$ cat config.mk
export PLATFORM = sky130hd
export DESIGN_NAME = spi_master_ctl
export DESIGN_NICKNAME = d
export VERILOG_FILES = /design/src/rtl/spi_ctl_pkg.sv /design/src/rtl/spi_byte_fifo.sv /design/src/rtl/spi_clk_div.sv /design/src/rtl/spi_shift_fsm.sv /design/src/rtl/spi_master_ctl.sv
export SDC_FILE = /design/constraint.sdc
export NUM_CORES = 1
export LEC_CHECK = 0
export ABC_AREA = 1
export BUFFER_PORTS_ARGS = -buffer_cell sky130_fd_sc_hd__buf_2
export CORE_MARGIN = 2
export CORE_UTILIZATION = 36
export DETAILED_ROUTE_END_ITERATION = 8
export SLEW_MARGIN = 20
export SYNTH_ARGS = -nofsm -noshare
export SYNTH_HDL_FRONTEND = slang
export SYNTH_SLANG_ARGS = --single-unit
$ cat constraint.sdc
create_clock -name clk -period 2.1 [get_ports clk]
set_input_delay 0.525 -clock clk [delete_from_list [all_inputs] [get_ports clk]]
set_output_delay 0.525 -clock clk [all_outputs]
set_load 0.01 [all_outputs]
$ cat src/rtl/spi_ctl_pkg.sv
package spi_ctl_pkg;

    typedef enum logic [1:0] {
        ENG_IDLE = 2'd0,
        ENG_RUN  = 2'd1,
        ENG_TAIL = 2'd2
    } eng_state_t;

    // word addresses (byte offset >> 2)
    localparam logic [5:0] WA_DIV    = 6'h00;
    localparam logic [5:0] WA_MODE   = 6'h01;
    localparam logic [5:0] WA_SEL    = 6'h04;
    localparam logic [5:0] WA_IDLE   = 6'h05;
    localparam logic [5:0] WA_SELMD  = 6'h06;
    localparam logic [5:0] WA_FMT    = 6'h10;
    localparam logic [5:0] WA_TXD    = 6'h12;
    localparam logic [5:0] WA_RXD    = 6'h13;

    localparam logic [1:0] SELMD_AUTO = 2'd0;
    localparam logic [1:0] SELMD_HOLD = 2'd2;
    localparam logic [1:0] SELMD_OFF  = 2'd3;

endpackage

$ cat src/rtl/spi_byte_fifo.sv
module spi_byte_fifo #(
    parameter int WIDTH = 8,
    parameter int DEPTH = 8
) (
    input  logic             clk,
    input  logic             rst_n,
    input  logic             push,
    input  logic [WIDTH-1:0] wdata,
    input  logic             pop,
    output logic [WIDTH-1:0] rdata,
    output logic             full,
    output logic             empty
);
    localparam int AW = (DEPTH > 1) ? $clog2(DEPTH) : 1;

    logic [WIDTH-1:0] mem [DEPTH];
    logic [AW:0]      wr_q, rd_q;

    always_ff @(posedge clk) begin
        if (!rst_n) begin
            wr_q <= '0;
            rd_q <= '0;
        end else begin
            if (push) wr_q <= wr_q + 1'b1;
            if (pop)  rd_q <= rd_q + 1'b1;
        end
    end

    always_ff @(posedge clk) begin
        if (push) mem[wr_q[AW-1:0]] <= wdata;
    end

    assign rdata = mem[rd_q[AW-1:0]];
    assign empty = (wr_q == rd_q);
    assign full  = (wr_q[AW-1:0] == rd_q[AW-1:0]) && (wr_q[AW] != rd_q[AW]);

    // a push never lands on a full queue
    a_r8_no_push_full: assert property (@(posedge clk) disable iff (!rst_n)
        push |-> !full);
    // a pop never hits an empty queue
    a_r9_no_pop_empty: assert property (@(posedge clk) disable iff (!rst_n)
        pop |-> !empty);

endmodule

$ cat src/rtl/spi_clk_div.sv
module spi_clk_div #(
    parameter int DIV_W = 12
) (
    input  logic             clk,
    input  logic             rst_n,
    input  logic             run,
    input  logic [DIV_W-1:0] div,
    output logic             tick
);
    logic [DIV_W-1:0] cnt_q;

    assign tick = run && (cnt_q == div);

    always_ff @(posedge clk) begin
        if (!rst_n || !run || tick) cnt_q <= '0;
        else                        cnt_q <= cnt_q + 1'b1;
    end

endmodule

$ cat src/rtl/spi_shift_fsm.sv
module spi_shift_fsm import spi_ctl_pkg::*; #(
    parameter int FW = 8
) (
    input  logic          clk,
    input  logic          rst_n,
    input  logic          tick,
    input  logic          cpol,
    input  logic          cpha,
    input  logic          lsb_first,
    input  logic          tx_valid,
    input  logic [FW-1:0] tx_byte,
    input  logic          rx_room,
    input  logic          miso,
    output logic          tx_pop,
    output logic          rx_push,
    output logic [FW-1:0] rx_byte,
    output logic          frame_active,
    output logic          sck,
    output logic          mosi
);
    localparam int PH_W = $clog2(2 * FW);
    localparam logic [PH_W-1:0] PH_LAST = PH_W'(2 * FW - 1);

    eng_state_t state_q, state_d;
    logic [PH_W-1:0] ph_q;
    logic [FW-1:0]   tx_sr, rx_sr;
    logic            do_sample, do_shift;

    // state register
    always_ff @(posedge clk) begin
        if (!rst_n) state_q <= ENG_IDLE;
        else        state_q <= state_d;
    end

    // transitions
    always_comb begin
        state_d = state_q;
        unique case (state_q)
            ENG_IDLE: if (tx_valid && rx_room)       state_d = ENG_RUN;
            ENG_RUN:  if (tick && ph_q == PH_LAST)   state_d = ENG_TAIL;
            ENG_TAIL: if (tick)                      state_d = ENG_IDLE;
            default:                                 state_d = ENG_IDLE;
        endcase
    end

    // outputs
    always_comb begin
        tx_pop       = (state_q == ENG_IDLE) && tx_valid && rx_room;
        rx_push      = (state_q == ENG_TAIL) && tick;
        frame_active = (state_q != ENG_IDLE);
        sck          = cpol ^ ((state_q == ENG_RUN) && ph_q[0]);
        mosi         = lsb_first ? tx_sr[0] : tx_sr[FW-1];
        rx_byte      = rx_sr;
        do_sample    = cpha ? ph_q[0] : !ph_q[0];
        do_shift     = cpha ? (!ph_q[0] && ph_q != '0) : (ph_q[0] && ph_q != PH_LAST);
    end

    // datapath
    always_ff @(posedge clk) begin
        if (!rst_n) begin
            ph_q  <= '0;
            tx_sr <= '0;
            rx_sr <= '0;
        end else if (tx_pop) begin
            ph_q  <= '0;
            tx_sr <= tx_byte;
        end else if (state_q == ENG_RUN && tick) begin
            ph_q <= ph_q + 1'b1;
            if (do_sample)
                rx_sr <= lsb_first ? {miso, rx_sr[FW-1:1]} : {rx_sr[FW-2:0], miso};
            if (do_shift)
                tx_sr <= lsb_first ? (tx_sr >> 1) : (tx_sr << 1);
        end
    end

    // SCK moves only on a divider tick
    a_r2_sck_holds: assert property (@(posedge clk) disable iff (!rst_n)
        (state_q != ENG_IDLE && !tick) |=> ($stable(sck) || $changed(cpol)));
    // the receive queue still has room when a frame completes
    a_r11_push_room: assert property (@(posedge clk) disable iff (!rst_n)
        rx_push |-> rx_room);

endmodule

$ cat src/rtl/spi_master_ctl.sv
module spi_master_ctl import spi_ctl_pkg::*; #(
    parameter int CS_LINES   = 4,
    parameter int FIFO_DEPTH = 8,
    parameter int DIV_W      = 12
) (
    input  logic                clk,
    input  logic                rst_n,
    input  logic                req_valid,
    output logic                req_ready,
    input  logic                req_write,
    input  logic [7:0]          req_addr,
    input  logic [31:0]         req_wdata,
    output logic                rsp_valid,
    output logic [31:0]         rsp_rdata,
    output logic                sck,
    output logic                mosi,
    input  logic                miso,
    output logic [CS_LINES-1:0] cs_n
);
    localparam int FW     = 8;
    localparam int CSID_W = (CS_LINES > 1) ? $clog2(CS_LINES) : 1;

    logic [DIV_W-1:0]    div_q;
    logic                cpol_q, cpha_q;
    logic [CSID_W-1:0]   sel_q;
    logic [CS_LINES-1:0] idle_q;
    logic [1:0]          selmd_q;
    logic [1:0]          proto_q;
    logic                lsb_q, dir_q;
    logic [3:0]          len_q;
    logic                hold_q;

    logic [5:0]  waddr;
    logic        wr_en, rd_en, tx_push, rx_pop, cs_touch;
    logic        tx_full, tx_empty, rx_full, rx_empty;
    logic [FW-1:0] tx_head, rx_head, rx_in;
    logic        tx_pop, rx_push, frame_active, tick, cs_on;
    logic [31:0] rd_word;

    assign req_ready = 1'b1;
    assign waddr     = req_addr[7:2];
    assign wr_en     = req_valid && req_write;
    assign rd_en     = req_valid && !req_write;
    assign tx_push   = wr_en && (waddr == WA_TXD) && !tx_full;
    assign rx_pop    = rd_en && (waddr == WA_RXD) && !rx_empty;
    assign cs_touch  = wr_en && (waddr == WA_SEL || waddr == WA_IDLE || waddr == WA_SELMD);

    // register file
    always_ff @(posedge clk) begin
        if (!rst_n) begin
            div_q   <= DIV_W'(3);
            cpol_q  <= 1'b0;
            cpha_q  <= 1'b0;
            sel_q   <= '0;
            idle_q  <= '1;
            selmd_q <= SELMD_AUTO;
            proto_q <= 2'd0;
            lsb_q   <= 1'b0;
            dir_q   <= 1'b0;
            len_q   <= 4'd8;
        end else if (wr_en) begin
            case (waddr)
                WA_DIV:   div_q   <= req_wdata[DIV_W-1:0];
                WA_MODE:  {cpol_q, cpha_q} <= req_wdata[1:0];
                WA_SEL:   sel_q   <= req_wdata[CSID_W-1:0];
                WA_IDLE:  idle_q  <= req_wdata[CS_LINES-1:0];
                WA_SELMD: selmd_q <= req_wdata[1:0];
                WA_FMT: begin
                    proto_q <= req_wdata[1:0];
                    lsb_q   <= req_wdata[2];
                    dir_q   <= req_wdata[3];
                    len_q   <= req_wdata[19:16];
                end
                default: ;
            endcase
        end
    end

    // hold latch for the select line
    always_ff @(posedge clk) begin
        if (!rst_n || cs_touch)                    hold_q <= 1'b0;
        else if (tx_pop && selmd_q == SELMD_HOLD)  hold_q <= 1'b1;
    end

    always_comb begin
        case (selmd_q)
            SELMD_HOLD: cs_on = frame_active || hold_q;
            SELMD_OFF:  cs_on = 1'b0;
            default:    cs_on = frame_active;
        endcase
        cs_n = idle_q ^ (cs_on ? (CS_LINES'(1) << sel_q) : '0);
    end

    // read path
    always_comb begin
        case (waddr)
            WA_DIV:   rd_word = 32'(div_q);
            WA_MODE:  rd_word = {30'b0, cpol_q, cpha_q};
            WA_SEL:   rd_word = 32'(sel_q);
            WA_IDLE:  rd_word = 32'(idle_q);
            WA_SELMD: rd_word = {30'b0, selmd_q};
            WA_FMT:   rd_word = {12'b0, len_q, 12'b0, dir_q, lsb_q, proto_q};
            WA_TXD:   rd_word = {tx_full, 31'b0};
            WA_RXD:   rd_word = {rx_empty, 23'b0, rx_empty ? 8'h00 : rx_head};
            default:  rd_word = 32'b0;
        endcase
    end

    always_ff @(posedge clk) begin
        if (!rst_n) begin
            rsp_valid <= 1'b0;
            rsp_rdata <= '0;
        end else begin
            rsp_valid <= rd_en;
            if (rd_en) rsp_rdata <= rd_word;
        end
    end

    spi_byte_fifo #(.WIDTH(FW), .DEPTH(FIFO_DEPTH)) u_txq (
        .clk(clk), .rst_n(rst_n), .push(tx_push), .wdata(req_wdata[FW-1:0]),
        .pop(tx_pop), .rdata(tx_head), .full(tx_full), .empty(tx_empty));

    spi_byte_fifo #(.WIDTH(FW), .DEPTH(FIFO_DEPTH)) u_rxq (
        .clk(clk), .rst_n(rst_n), .push(rx_push), .wdata(rx_in),
        .pop(rx_pop), .rdata(rx_head), .full(rx_full), .empty(rx_empty));

    spi_clk_div #(.DIV_W(DIV_W)) u_div (
        .clk(clk), .rst_n(rst_n), .run(frame_active), .div(div_q), .tick(tick));

    spi_shift_fsm #(.FW(FW)) u_eng (
        .clk(clk), .rst_n(rst_n), .tick(tick), .cpol(cpol_q), .cpha(cpha_q),
        .lsb_first(lsb_q), .tx_valid(!tx_empty), .tx_byte(tx_head),
        .rx_room(!rx_full), .miso(miso), .tx_pop(tx_pop), .rx_push(rx_push),
        .rx_byte(rx_in), .frame_active(frame_active), .sck(sck), .mosi(mosi));

    // never more than one line away from its idle level
    a_r5_single_line: assert property (@(posedge clk) disable iff (!rst_n)
        $onehot0(cs_n ^ idle_q));
    // an asserted line in hold mode stays asserted unless select registers are written
    a_r6_hold_keeps: assert property (@(posedge clk) disable iff (!rst_n)
        (selmd_q == SELMD_HOLD && $past(cs_n != idle_q) && !$past(cs_touch))
            |-> (cs_n != idle_q));
    // off mode leaves every line at its idle level
    a_r7_off_idle: assert property (@(posedge clk) disable iff (!rst_n)
        (selmd_q == SELMD_OFF) |-> (cs_n == idle_q));
    // each read is answered on the next clock
    a_r12_rsp_next: assert property (@(posedge clk) disable iff (!rst_n)
        rd_en |=> rsp_valid);

endmodule

**Word level (Yosys, flattened, before mapping)**

Memories as Yosys holds them, arrays and structs flattened. A register that Yosys moved wholly into a read port is not among the register bits.
Index checks and enable logic that the tools add are counted.

- Shifts and indexed selects: 1
- Multiplexer cells: 24
- Reduce and logical (&&, ||, !) cells: 50
- Bitwise logic cells: 4
- Eq/ne operators: 23
- Add/subtract/negate cells: 6

Operators by type and width:

| cell | count |
|---|---|
| $pmux 32 s8 | 1 |
| $mux 8 | 6 |
| $add 4x1->4 const B | 5 |
| $logic_and 1x1->1 | 20 |
| $eq 6x3->1 const B | 3 |
| $eq 6x5->1 const B | 3 |
| $reduce_and 2->1 | 7 |
| $add 12x1->12 const B | 1 |
| $eq 12x12->1 | 1 |
| $mux 3 | 4 |
| $eq 4x4->1 | 2 |
| $logic_not 1->1 | 8 |
| $mux 1 | 7 |
| $eq 2x2->1 const B | 3 |
| $eq 3x3->1 | 2 |
| $eq 6x1->1 const B | 1 |
| $logic_not 6->1 | 1 |
| $logic_or 1x1->1 | 6 |
| $mux 2 | 3 |
| $pmux 2 s3 | 1 |
| $reduce_and 3->1 | 2 |
| $reduce_bool 2->1 | 3 |
| $eq 4x4->1 const B | 1 |
| $mux 4 | 1 |
| 13 further kinds | 16 |

- Output and inout bits: 40
- Input bits: 45
- Logic and storage cells: 132
- Register bits after elaboration: 114
- Memories: 2
- RAM bits: 128

Memories:

| name | words | bits a word | rd ports | clocked after Yosys merged registers in | wr ports | RTL line | RTL |
|---|---|---|---|---|---|---|---|
| u_rxq.mem | 8 | 8 | 1 | 1 | 1 | spi_byte_fifo.sv:16 | `logic [WIDTH-1:0] mem [DEPTH];` |
| u_txq.mem | 8 | 8 | 1 | 1 | 1 | spi_byte_fifo.sv:16 |  |

**Logic depth before layout (Yosys ltp)**

Gate-level depths: netlist of the first run.

- Word-level depth: 6
- Gate-level depth with buffers: 12

**Modules after synthesis**

A second synthesis of the first run with hierarchy kept.

- Cells, all modules: 1389
- Area total of the unflattened synthesis: 11298.3 sq um

By module, submodules not included:

| module | times used | area each (sq um) | seq. area each (sq um) | cells each |
|---|---|---|---|---|
| spi_byte_fifo | 2 | 3345.7 | 2142.1 | 345 |
| spi_master_ctl | 1 | 2364.8 | 980.9 | 331 |
| spi_shift_fsm | 1 | 1392.6 | 440.4 | 225 |
| spi_clk_div | 1 | 849.6 | 240.2 | 143 |

**Least setup slack after synthesis of the first run**

OpenSTA, ideal clock, no wires.

- Path type: input to register
- Start point: input port req_addr[5]
- End point: memory u_txq.mem[4][0] (enable)
- Path buffers: 0
- Data arrival time: 1.875 ns
- Setup slack: -0.158 ns
- Setup time: 0.383 ns
- Stages on the path: 9
- Cells stage by stage: nor2_2 -> nand2_1 -> inv_1 -> nand2_1 -> nor2_1 -> nand2_1 -> inv_1 -> nand2_1 -> nor3_1

- Cells in the longest elaborated chain, start to end: 5

Ends and longest elaborated chain:

| what | RTL line | RTL |
|---|---|---|
| from (decl) | spi_master_ctl.sv:11 | `input logic [7:0] req_addr,` |
| $eq 6x5->1 | spi_master_ctl.sv:44 | `assign tx_push = wr_en && (waddr == WA_TXD) && !tx_full;` |
| $logic_and 1x1->1 (2 in series) | spi_master_ctl.sv:44 |  |
| $mux 1 | spi_byte_fifo.sv:30 | `if (push) mem[wr_q[AW-1:0]] <= wdata;` |
| $mux 1 (not written as such) | spi_byte_fifo.sv:30 |  |
| to (decl) | spi_byte_fifo.sv:16 |  |

Every way passes these cells.

**Worst setup path in the final report of the first run**

- Start point: register selmd_q[1]
- End point: output port cs_n[3]

- Cells in the longest elaborated chain, start to end: 4

Ends and longest elaborated chain:

| what | RTL line | RTL |
|---|---|---|
| from (decl) | spi_master_ctl.sv:27 | `logic [1:0] selmd_q;` |
| from (signal assigned) | spi_master_ctl.sv:67 | `WA_SELMD: selmd_q <= req_wdata[1:0];` |
| $eq 2x2->1 | spi_master_ctl.sv:86 | `case (selmd_q)` |
| $pmux 1 s2 * | spi_master_ctl.sv:86 |  |
| $mux 4 * | spi_master_ctl.sv:91 | `cs_n = idle_q ^ (cs_on ? (CS_LINES'(1) << sel_q) : '0);` |
| $xor 4x4->4 * | spi_master_ctl.sv:91 |  |
| to (decl) | spi_master_ctl.sv:18 | `output logic [CS_LINES-1:0] cs_n` |

Every way passes the cells marked *; elsewhere a longest branch is shown, timed or not.

==> results.cfg, run 1 <==
[outcome]
status = complete, but fails checks
violations = negative setup slack

[logic_synthesis]
synthDistinctLibCells = 36
synthArstFlopShare = 0
synth_fa_ha_area_frac = 0.00804
synth_edf_count = 128
synth_seq_cells = 233
yosysWarnings = 0
syn_area_per_cell_sq_um = 8.22
synth_xor_area_frac = 0.0121
synthMuxAreaShare = 0.00103
synth_area_sq_um = 10900
synth_top_family_by_area = simple AND/OR/NAND/NOR gates
netlist_instances = 1325
ys_seq_area_frac = 0.546
synth_flop_cell = edfxtp_1
synthSimpleGateAreaFrac = 0.243
synth_compound_area_frac = 0.0971

[min_path]
hold_class = in -> reg
hold_start = req_wdata[19]

[worst_setup_path]
crit_fanout = 4
crit_chain = nand2_2 > a22oi_2 > nand3_1 > xor2_1 > buf_2
r2r_start = u_eng.state_q[0]$_SDFFE_PN0P_
arrival_ns = 1.60
critical-path-max-stage-delay_ns = 0.36
crit_path_end_kind = output pin
start_kind = register
cp.required_ns = 1.57
critical_path_class = reg -> out
cp-startpoint = selmd_q[1]$_SDFFE_PN0P_
critPathSlowestCell = dfxtp_4

[clocking]
cts_made_buffers = 25
clk_pin_slew_ns = 0.06
clk_latency_ns = 0.53
root_buffer = clkbuf_16
cts_tree = done
clk_path_buf_depth = 3
ctsHtreeMaxLevel = 1
clock_sink_count = 233

[final_layout]
nFillCells = 2921
drive_gt1_frac = 0.160
fin_nets = 1478
utilization = 0.434
synthToLayoutAreaGrowth_pct = 18.3
layoutNonFillerInstCount = 1835
antenna_cells = 0

[sta]
hold_violations = 0
max_freq_mhz = 471
fin_tns_setup_ns = -0.0560
skew_ns = 0.0235
rsz0062_at_grt = yes
fin_crit_ns = 2.12
setup_viol = 4
post-route-period-util = 1.01
drv_slew = 0
worstMarginPinSlew_ns = 0.541
setup_slack_ns = -0.0246
maxSlewHeadroom = 0.639

[place]
gp_congestion = 0.885
portBuffers = 50
place_inst = 1781
dp_slack_ns = -0.0363
dpl.hpwl_um = 18900

[global_route]
grt_pass1_vias = 8249
grt_pass1_wl_um = 42900
grt_start_max_net_pins = 42
grt_usage = 0.172
antenna_found_initial = 0
grt-ovfl-total = 0

[flow_run]
drv_cap = 0

[floorplanning]
dieWidth_um = 178
dieArea_sq_um = 31700
coreArea_sq_um = 29700
ios = 85
fp-row-count = 63
die_h_um = 178
start_util = 0.367

[detailed_routing]
vias = 8819
dr.pass1.iters = 4
drt_wl_total_um = 26900
drc = 0
routedWlPerCell_um = 14.7
drt-initial-drc-count = 623
antenna_left = 0
viasPerCell = 4.81

[power]
p_leak_nw = 5.52
ir_drop_mv = 0.518
power.density_nw_per_um2 = 855
pwr-share-comb = 0.153
netSwitchingFraction = 0.272
power_frac_clock = 0.395
seqPwrFrac = 0.451
intPower_w = 0.00803
p_sw_w = 0.00299
power_w = 0.0110
## layout make-up
class                      instances  area, sq um  share of cell area
tap                              390          488              0.0379
clock inverter                    15          155              0.0120
multi-input combinational        862         4110               0.319
inverter                         181          682              0.0529
sequential                       233         5980               0.464
timing repair buffer             123          826              0.0641
clock buffer                      31          648              0.0503
## stage by stage
stage	hold WS (ns)	instance area, sq um
4_1_cts	0.209	12800
5_1_grt	0.229	12900
2_1_floorplan	0.427	11000
3_3_place_gp	0.440	11900
6_report	0.220	12900
3_5_place_dp	0.449	11900
## cell usage in the layout, fill, tap and decap left out, types with 3 or more instances in the layout
master and count:
clkbuf_1 6, inv_2 8, dfxtp_2 16, conb_1 16, edfxtp_1 128, dfxtp_1 86, buf_4 68, nand4_1 8
nor3_1 14, bufinv_16 3, nor2_4 7, clkbuf_16 25, a21oi_1 91, nand2_2 14, a211oi_1 4, buf_2 50
o21ai_0 77, ha_1 7, nor3_2 4, nor2_1 125, nand3_2 4, xnor2_1 4, xor2_1 10, nand2_1 347
clkinv_1 8, o22ai_1 5, nor2_2 7, a22oi_1 4, dfxtp_4 3, inv_1 170, o211ai_1 11, a22o_1 4
buf_6 4, nand3_1 86
## flip-flops by register name (all words and copies together) (netlist names), 4 cells and up, named ones only
| signal | cells |
|---|---|
| div_q | 12 |
| idle_q | 4 |
| len_q | 4 |
| rsp_rdata | 17 |
| u_div.cnt_q | 12 |
| u_eng.ph_q | 4 |
| u_eng.rx_byte | 8 |
| u_eng.tx_sr | 8 |
| u_rxq.mem | 64 |
| u_rxq.rd_q | 4 |
| u_rxq.wr_q | 4 |
| u_txq.mem | 64 |
| u_txq.rd_q | 4 |
| u_txq.wr_q | 4 |
## synth_stat cells, types with 8 or more instances
master / n / share of area
nor3_1: 20 / 0.0092
nand2_1: 359 / 0.12
nand3_1: 86 / 0.040
o21ai_0: 77 / 0.035
buf_2: 13 / 0.0060
dfxtp_1: 105 / 0.19
a21oi_1: 91 / 0.042
xor2_1: 11 / 0.0088
nor2_1: 130 / 0.045
buf_4: 16 / 0.011
o211ai_1: 11 / 0.0076
edfxtp_1: 128 / 0.35
nand4_1: 8 / 0.0046
inv_1: 172 / 0.059
clkbuf_1: 30 / 0.010
## power by group through the flow
stage | logic [W] | clock network [W] | registers (W)
floorplan | 0.00115 | 0 | 0.00504
global placement | 0.00159 | 0 | 0.00505
detailed placement | 0.00162 | 0 | 0.00505
CTS | 0.00168 | 0.00444 | 0.00497
global route | 0.00192 | 0.00462 | 0.00498
finish | 0.00169 | 0.00436 | 0.00497
## worst paths after layout
path	endpoint	slack (ns)	cells past startpoint
worst max-delay path	cs_n[3]	-0.02	5
worst min-delay path	len_q[3]$_SDFFE_PN1P_	0.22	3
worst max register to register	u_rxq.mem[4][2]$_DFFE_PP_	0.10	10
worst min register to register	u_div.cnt_q[0]$_SDFF_PP0_	0.43	1
## metal layers
layer | track usage | vias to the layer above | share of wire
met5 | 0 | - | 0
met4 | 0.0615 | 0 | 0.033
met3 | 0.0221 | 47 | 0.040
met2 | 0.297 | 178 | 0.47
met1 | 0.220 | 4117 | 0.45
li1 | - | 4477 | -
## timing repair
action / in CTS / in global routing
buffers inserted: 3 / 5
pin swaps: 5 / 10
hold buffers: 0 / 0
gates resized for setup: 18 / 36
setup endpoints to repair: 61 / 69
## worst max-delay path, delay by kind of cell, from the launching register on
family	cells	cell delay (ns)
flops	1	0.36
compound gates	1	0.23
simple gates	2	0.18
xor+xnor	1	0.15
buf+inv	1	0.15
## cells by family (layout without fill, tap and decap cells)
logic type                 after synthesis  count (layout)
AOI/OAI and AO/OA                      197             197
xor gates and xnor gates                15              15
adders and majority gates                7               7
buffers and inverters                  244             350
DFF                                    233             233
muxes                                    1               1
other                                    2              16
and+or+nand+nor                        626             626
Power figures use the tool's default switching activity.
==> run 2, diff against run 1 <==
clock period = 2.3 ns   (was 2.1 ns; I/O delays follow)
==> results.cfg, run 2 (synthesis gave the netlist of run 1 again) <==
[global_route]
grt_pass1_wl_um = 43100
grt_usage = 0.174
met1_usage = 0.224
use_met3 = 0.0261
top_usage_layer = met2
met2_usage = 0.299
grt-ovfl-total = 0
antenna_found_initial = 0
grt_pass1_vias = 8249
grt_start_max_net_pins = 57

[worst_setup_path]
r2r_start = div_q[7]$_SDFFE_PN0P_
arrival_ns = 1.68
cp.required_ns = 1.73
critPathSlowestCell = dfxtp_4
crit_path_end_kind = output pin
critical_path_class = reg -> out
critical-path-max-stage-delay_ns = 0.37
cp-startpoint = selmd_q[1]$_SDFFE_PN0P_
crit_chain = nand2_2 > a22oi_2 > nand3_1 > xnor2_1 > buf_2
crit_fanout = 5
start_kind = register

[min_path]
hold_class = in -> reg
hold_start = req_wdata[19]

[place]
gp_congestion = 0.922
placed_cell_area_sq_um = 11700
portBuffers = 50
dpl.hpwl_um = 18700

[sta]
maxSlewHeadroom = 0.599
hold_violations = 0
max_freq_mhz = 444
fin_crit_ns = 2.25
worstMarginPinSlew_ns = 0.600
rsz0062_at_grt = yes
holdWs_ns = 0.282
setup_viol = 0
drv_slew = 0
skew_ns = 0.0189
post-route-period-util = 0.980

[floorplanning]
fp-row-count = 63
coreArea_sq_um = 29700
start_util = 0.367
dieWidth_um = 178
dieArea_sq_um = 31700
die_h_um = 178
ios = 85

[clocking]
ctsHtreeMaxLevel = 1
hold_buffers = 0
clk_pin_slew_ns = 0.06
clk_path_buf_depth = 3
cts_tree = done
clock_sink_count = 233
root_buffer = clkbuf_16
cts_made_buffers = 26
clk_latency_ns = 0.53

[final_layout]
final_cell_mix = 357 x nand2_1, 170 x inv_1, 128 x edfxtp_1, 127 x nor2_1, 100 x dfxtp_1
design_area_sq_um = 12700
synthToLayoutAreaGrowth_pct = 16.6
multi_input_area_sq_um = 4030
nFillCells = 2915
final_common_cell = nand2_1
drive_gt1_frac = 0.128
regArea_sq_um = 5960
antenna_cells = 0
fin_nets = 1452

[detailed_routing]
antenna_left = 0
drt_wl_total_um = 27000
viasPerCell = 4.72
vias = 8546
drc = 0
drt-initial-drc-count = 583
dr.pass1.iters = 5
routedWlPerCell_um = 14.9

[power]
pwr-share-comb = 0.144
power_frac_clock = 0.423
p_leak_nw = 5.46
seqPwrFrac = 0.434
p_sw_w = 0.00274
ir_drop_mv = 0.534
netSwitchingFraction = 0.262
intPower_w = 0.00773
power.density_nw_per_um2 = 824

[outcome]
status = finished, final reports clean

[flow_run]
drv_cap = 0
-- run 2: cell count changes in the layout (fill, tap and decap cells not counted), sizes merged --
cell,change
clkinvlp,-1
buf,-27
clkinv,-3
clkbuf,+6
-- run 2: metal layers --
metal  wire (um)  part of all wire
met2       12900              0.48
met5           0                 0
met3        1340             0.050
met1       12000              0.45
met4         683             0.025
-- run 2: final timing paths --
check	end	slack [ns]	cells after the start
worst min-delay path	len_q[3]$_SDFFE_PN1P_	0.28	3
worst max register to register	u_rxq.mem[5][7]$_DFFE_PP_	0.14	11
worst min register to register	rsp_rdata[31]$_SDFFE_PN0P_	0.47	2
worst max-delay path	cs_n[1]	0.05	5
-- run 2: worst max-delay path: cells and delay by family (launching register included) --
kind,cells,cell delay [ns]
xor+xnor,1,0.20
simple gates,2,0.18
compound gates,1,0.24
buf+inv,1,0.16
flops,1,0.37
-- run 2: power by group through the flow --
stage                     clock network (W)  registers [W]  logic [W]
after floorplan                           0        0.00460    0.00105
after global placement                    0        0.00462    0.00145
after detailed placement                  0        0.00462    0.00147
after CTS                           0.00451        0.00453    0.00150
after global routing                0.00465        0.00455    0.00171
final                               0.00442        0.00454    0.00150
-- run 2: final cells by class --
| type | count | area share |
|---|---|---|
| multi-input combinational | 862 | 0.317 |
| timing repair buffer | 96 | 0.0469 |
| inverter | 181 | 0.0535 |
| tap | 390 | 0.0384 |
| clock buffer | 37 | 0.0632 |
| clock inverter | 11 | 0.0111 |
| sequential | 233 | 0.469 |
-- run 2: per-stage QoR --
| step | instances | util | setup TNS (ns) | total power [W] | setup slack [ns] |
|---|---|---|---|---|---|
| floorplan | 1339 | - | -0.257 | 0.00566 | -0.00802 |
| global placement | 1758 | 0.393 | 0 | 0.00606 | 0.0837 |
| detailed placement | 1758 | 0.393 | 0 | 0.00609 | 0.0720 |
| CTS | 1809 | 0.426 | 0 | 0.0105 | 0.00635 |
| global route | 1810 | 0.427 | -0.0899 | 0.0109 | -0.0646 |
| finish | 1810 | 0.427 | 0 | 0.0105 | 0.0455 |
-- run 2: timing repair --
item	4_1_cts	5_1_grt
pin swaps	3	5
resized for setup	8	11
setup endpoints to repair	5	53
buffers inserted	3	1
